$ cat src/rtl/ones_tally_pkg.sv
package ones_tally_pkg;

  typedef enum logic [1:0] {
    ST_IDLE  = 2'd0,
    ST_COUNT = 2'd1,
    ST_DONE  = 2'd2
  } tally_state_e;

endpackage

$ cat src/rtl/ones_tally_shreg.sv
module ones_tally_shreg #(
  parameter int OPND_W = 16
) (
  input  logic              clk,
  input  logic              rst_n,
  input  logic              capture,
  input  logic              shift_en,
  input  logic [OPND_W-1:0] load_data,
  output logic [OPND_W-1:0] opnd,
  output logic              opnd_zero,
  output logic              opnd_lsb
);

  logic [OPND_W-1:0] opnd_q;

  always_ff @(posedge clk or negedge rst_n) begin
    if (!rst_n) begin
      opnd_q <= '0;
    end else if (capture) begin
      opnd_q <= load_data;
    end else if (shift_en) begin
      opnd_q <= opnd_q >> 1;
    end
  end

  assign opnd      = opnd_q;
  assign opnd_zero = (opnd_q == '0);
  assign opnd_lsb  = opnd_q[0];

  // a capture takes the presented word
  a_r2_capture_takes_word: assert property (@(posedge clk) disable iff (!rst_n)
    capture |=> (opnd_q == $past(load_data)));

  // each shift removes exactly the bit that was examined
  a_r3_shift_drops_lsb: assert property (@(posedge clk) disable iff (!rst_n)
    (shift_en && !capture) |=>
      ($countones(opnd_q) == $past($countones(opnd_q)) - int'($past(opnd_q[0]))));

endmodule

$ cat src/rtl/ones_tally_acc.sv
module ones_tally_acc #(
  parameter int OPND_W = 16,
  parameter int CNT_W  = $clog2(OPND_W + 1)
) (
  input  logic             clk,
  input  logic             rst_n,
  input  logic             clear,
  input  logic             step,
  output logic [CNT_W-1:0] count
);

  localparam logic [CNT_W-1:0] CNT_MAX = CNT_W'(OPND_W);

  logic [CNT_W-1:0] count_q;

  always_ff @(posedge clk or negedge rst_n) begin
    if (!rst_n) begin
      count_q <= '0;
    end else if (clear) begin
      count_q <= '0;
    end else if (step) begin
      count_q <= count_q + CNT_W'(1);
    end
  end

  assign count = count_q;

  // the tally never passes the operand width
  a_r9_no_overflow: assert property (@(posedge clk) disable iff (!rst_n)
    count_q <= CNT_MAX);

  // a clear request zeroes the tally
  a_r3_clear_zeroes: assert property (@(posedge clk) disable iff (!rst_n)
    clear |=> (count_q == '0));

endmodule

$ cat src/rtl/ones_tally_ctrl.sv
module ones_tally_ctrl
  import ones_tally_pkg::*;
(
  input  logic         clk,
  input  logic         rst_n,
  input  logic         load,
  input  logic         start,
  input  logic         opnd_zero,
  output tally_state_e state,
  output logic         capture,
  output logic         clear,
  output logic         shift_en,
  output logic         done
);

  tally_state_e st_q, st_d;

  always_comb begin
    st_d = st_q;
    unique case (st_q)
      ST_IDLE:  if (!load && start) st_d = ST_COUNT;
      ST_COUNT: if (opnd_zero)      st_d = ST_DONE;
      ST_DONE:  if (!start)         st_d = ST_IDLE;
      default:                      st_d = ST_IDLE;
    endcase
  end

  always_ff @(posedge clk or negedge rst_n) begin
    if (!rst_n) begin
      st_q <= ST_IDLE;
    end else begin
      st_q <= st_d;
    end
  end

  assign state    = st_q;
  assign capture  = (st_q == ST_IDLE) && load;
  assign clear    = (st_q == ST_IDLE) && !load && start;
  assign shift_en = (st_q == ST_COUNT) && !opnd_zero;
  assign done     = (st_q == ST_DONE);

  // done is only ever entered from the counting phase
  a_r4_done_after_count: assert property (@(posedge clk) disable iff (!rst_n)
    $rose(done) |-> ($past(st_q) == ST_COUNT));

  // a load in idle keeps the block idle even with start high
  a_r8_load_wins: assert property (@(posedge clk) disable iff (!rst_n)
    ((st_q == ST_IDLE) && load) |=> (st_q == ST_IDLE));

  // counting proceeds whatever start does
  a_r10_no_abort: assert property (@(posedge clk) disable iff (!rst_n)
    ((st_q == ST_COUNT) && !opnd_zero) |=> (st_q == ST_COUNT));

endmodule

$ cat src/rtl/ones_tally.sv
module ones_tally
  import ones_tally_pkg::*;
#(
  parameter int OPND_W = 16,
  parameter int CNT_W  = $clog2(OPND_W + 1)
) (
  input  logic              clk,
  input  logic              rst_n,
  input  logic              load,
  input  logic [OPND_W-1:0] load_data,
  input  logic              start,
  output logic [CNT_W-1:0]  count,
  output logic              done
);

  tally_state_e      state;
  logic              capture;
  logic              clear;
  logic              shift_en;
  logic              opnd_zero;
  logic              opnd_lsb;
  logic [OPND_W-1:0] opnd;

  ones_tally_ctrl u_ctrl (
    .clk       (clk),
    .rst_n     (rst_n),
    .load      (load),
    .start     (start),
    .opnd_zero (opnd_zero),
    .state     (state),
    .capture   (capture),
    .clear     (clear),
    .shift_en  (shift_en),
    .done      (done)
  );

  ones_tally_shreg #(.OPND_W(OPND_W)) u_shreg (
    .clk       (clk),
    .rst_n     (rst_n),
    .capture   (capture),
    .shift_en  (shift_en),
    .load_data (load_data),
    .opnd      (opnd),
    .opnd_zero (opnd_zero),
    .opnd_lsb  (opnd_lsb)
  );

  ones_tally_acc #(.OPND_W(OPND_W), .CNT_W(CNT_W)) u_acc (
    .clk   (clk),
    .rst_n (rst_n),
    .clear (clear),
    .step  (shift_en && opnd_lsb),
    .count (count)
  );

  // tally plus remaining set bits is conserved through the walk
  a_r3_conserve: assert property (@(posedge clk) disable iff (!rst_n)
    ((state == ST_COUNT) && !opnd_zero) |=>
      ((int'(count) + $countones(opnd)) == $past(int'(count) + $countones(opnd))));

  // done only with the operand fully consumed
  a_r4_done_means_empty: assert property (@(posedge clk) disable iff (!rst_n)
    done |-> opnd_zero);

  // result and done hold while start stays high
  a_r6_done_hold: assert property (@(posedge clk) disable iff (!rst_n)
    (done && start) |=> (done && $stable(count)));

  // a strobe during done leaves the operand alone
  a_r2_load_ignored: assert property (@(posedge clk) disable iff (!rst_n)
    (done && load) |=> $stable(opnd));

endmodule

$ cat config.mk
export PLATFORM = sky130hd
export DESIGN_NAME = ones_tally
export DESIGN_NICKNAME = d
export VERILOG_FILES = /design/src/rtl/ones_tally_pkg.sv /design/src/rtl/ones_tally_shreg.sv /design/src/rtl/ones_tally_acc.sv /design/src/rtl/ones_tally_ctrl.sv /design/src/rtl/ones_tally.sv
export SDC_FILE = /design/constraint.sdc
export NUM_CORES = 1
export LEC_CHECK = 0
export BUFFER_PORTS_ARGS = -buffer_cell sky130_fd_sc_hd__buf_4
export CAP_MARGIN = 20
export CORE_ASPECT_RATIO = 0.9
export CORE_UTILIZATION = 55
export CTS_CLUSTER_DIAMETER = 80
export DETAILED_ROUTE_END_ITERATION = 8
export PLACE_DENSITY = 0.88
export REMOVE_ABC_BUFFERS = 1
export SLEW_MARGIN = 10
export SYNTH_ARGS = -nofsm -noshare
export SYNTH_HDL_FRONTEND = slang
export SYNTH_SLANG_ARGS = --single-unit
$ cat constraint.sdc
create_clock -name clk -period 2.4 [get_ports clk]
set_input_delay 0.24 -clock clk [delete_from_list [all_inputs] [get_ports clk]]
set_output_delay 0.24 -clock clk [all_outputs]
set_load 0.03 [all_outputs]
==> out/metrics.cfg <==
[synthesis]
synth_compound_area_frac = 0.346
netlist-cell-type-count = 32
ys_warn_count = 0
synthFlopType = dfrtp_1
syn_inst = 126
synth-simple-area-share = 0.167
ys_ff_latch = 23
synth-seq-area-share = 0.401
synthAdderAreaFrac = 0.00872
synth_xor_xnor_area_share = 0.0122
synth_top_area_share = 0.401
synth_edf_count = 0
synth_area_sq_mm = 0.00144
synthMuxAreaShare = 0.00697
yosys.area.top_type = dfrtp_1
syn_area_per_cell_sq_um = 11.4
synth_top_family_by_area = compound AO/OA/AOI/OAI gates
synth_area_leaders = dfrtp_1 40%, o22a_1 8.5%, o21bai_1 7.8%, o221a_1 7.1%, o221a_2 4.7%
async_flop_share = 1.00
yosysMostFrequentCell = dfrtp_1
yosys-top-cells-count = 23 x dfrtp_1, 15 x o21bai_1, 14 x o22a_1

[global_route]
grt_pass1_wl_microns = 5560
grt-ovfl-total = 0
grt_max_degree = 24
first_global_vias = 1136
track_usage = 0.254
antenna_found_initial = 0

[clock_network]
post_cts_buffers = 0
clk_pin_slew_ps = 130
cts_buffers = 3
htreeDepth = 1
cts_tree = built
clock_sinks = 23
clockBufferDepth = 2
clockRootBuffer = clkbuf_4
clk_latency_ps = 310

[finish]
area_growth_pct = 14.9
drive_above_1_share = 0.307
utilization = 0.668
fin_cells = 178
diodes = 0
fin_nets = 172

[sta]
worstMarginPinSlew_ps = 667
worst_clock_skew_ps = 3.88
layout_min_cycle_time_ps = 1890
post-route-period-util = 0.786
timing.hold.ws_ps = 153
relSlewSlack = 0.555
slew_violations = 0
tns_ps = 0
rsz0062_at_grt = false
max_freq_mhz = 530
hold_violations = 0
setup_viol = 0

[floorplan]
die_x_microns = 55.8
rows = 17
initial_utilization = 0.582
die_h_microns = 50.5
num_io_pins = 26
core_area_sq_mm = 0.00247
dieArea_sq_mm = 0.00282

[worst_setup_path]
crit_family = compound AO/OA/AOI/OAI gates
cp.buffers_inverters = 1
crit_chain = or4_4, o41ai_4, buf_4, o221a_1
critPathSlowestCell = or4_4
critPathArrivalTime_ps = 2140
cp_max_fo = 11
cpPeakStageDelay_ps = 560
path_class = reg2reg
critPathRequiredTime_ps = 2650
startpoint_type = flop
endpoint_kind = flop

[power_and_ir_drop]
ir_drop_v = 0.000653
p_total_mw = 2.01
p_leak_nw = 0.745
p_per_area_mw_per_mm2 = 1220

[worst_hold_path]
hp-class = in2reg

[placed_design]
hpwl_microns = 2210
gp_congestion = 0.716
placed_cells = 173
io_buffers = 25

[drt]
viasPerCell = 6.50
dr.pass1.iters = 4
routedWlPerCell_microns = 17.8
num_vias = 1157
ant_nets = 0
route.detailed.drc = 0
finalWirelength_microns = 3170
drt_iter0_drc = 46

[outcome]
status = finished, final reports clean

[job]
max_cap_viol_count = 0

## stage by stage
stage                     worst slack [ps]  area [sq um]
after CTS                              505          1650
after floorplan                        400          1350
after global placement                 595          1610
final                                  514          1650
after detailed placement               527          1610
after global routing                   431          1650
## cell families after synthesis
| family | Yosys count |
|---|---|
| AOI/OAI and AO/OA | 53 |
| buffers and inverters | 11 |
| xor gates and xnor gates | 2 |
| and+or+nand+nor | 35 |
| muxes | 1 |
| adders and majority gates | 1 |
| DFF | 23 |
## worst register-to-register path: stages (launching register included)
cell,delay (ps)
dfrtp_1,460
or4_4,560
o41ai_4,380
buf_4,240
o221a_1,200
## layer usage
layer | global-route usage | routed length [microns] | up-vias
met2 | 0.418 | 1550 | 23
met3 | 0.0387 | 104 | 2
met4 | 0.0610 | 25 | 0
met5 | 0 | 0 | -
li1 | - | - | 543
met1 | 0.355 | 1490 | 589
## final timing paths
path	startpoint	end	slack [ps]	cells after the start
worst max-delay path	u_shreg.opnd[14]	u_shreg.opnd[9]	510	4
worst min-delay path	load_data[15]	u_shreg.opnd[15]	150	2
worst max register to register	u_shreg.opnd[14]	u_shreg.opnd[9]	510	4
worst min register to register	u_acc.count[3]	u_acc.count[3]	530	1
max in group asynchronous	rst_n	u_acc.count[0]	1810	2
min in group asynchronous	rst_n	u_shreg.opnd[6]	350	2
## power by group
part	internal, mW	total, mW	leakage [nW]	switching (mW)
registers	0.538	0.724	0.298	0.186
logic	0.588	1.11	0.432	0.517
clock network	0.0648	0.180	0.0150	0.115
## repair_timing
action / in CTS / in global routing
hold buffers: 1 / 0
resized for setup: 0 / 0
hold endpoints to repair: 23 / 0
## state kept, by name (all words and copies together) (netlist names)
name / cells
u_acc.count: 5
u_ctrl.state: 2
u_shreg.opnd: 16
## final cells by class
type,count,area [sq um]
clock buffer,4,26.3
fill,214,818
multi-input combinational,92,777
sequential,23,576
tap,28,35.0
timing repair buffer,31,235
## layout by cell type (no fill, tap or decap)
master,synthesis,final
buf_4,1,30
dfrtp_1,23,23
o21bai_1,15,15
o22a_1,14,14
o221a_1,9,9
nor2b_1,8,8
and2b_1,7,7
o221a_2,6,6
nor2_1,4,4
nand2_1,3,3
clkbuf_4,0,3
or4_4,2,2
or4_1,2,2
and2b_2,2,2
a22o_1,2,2
xor2_1,2,2
nand4b_1,2,2
o211ai_1,2,2
o31ai_1,2,2
nand2b_1,1,1
o41ai_4,1,1
o21a_1,1,1
nor4b_1,1,1
nand3b_1,1,1
mux2i_1,1,1
or4b_2,1,1
nor4_1,1,1
o22a_2,1,1
ha_1,1,1
clkbuf_1,3,1
dlygate4sd3_1,0,1
Note: power is estimated with default switching activity, not from simulation.
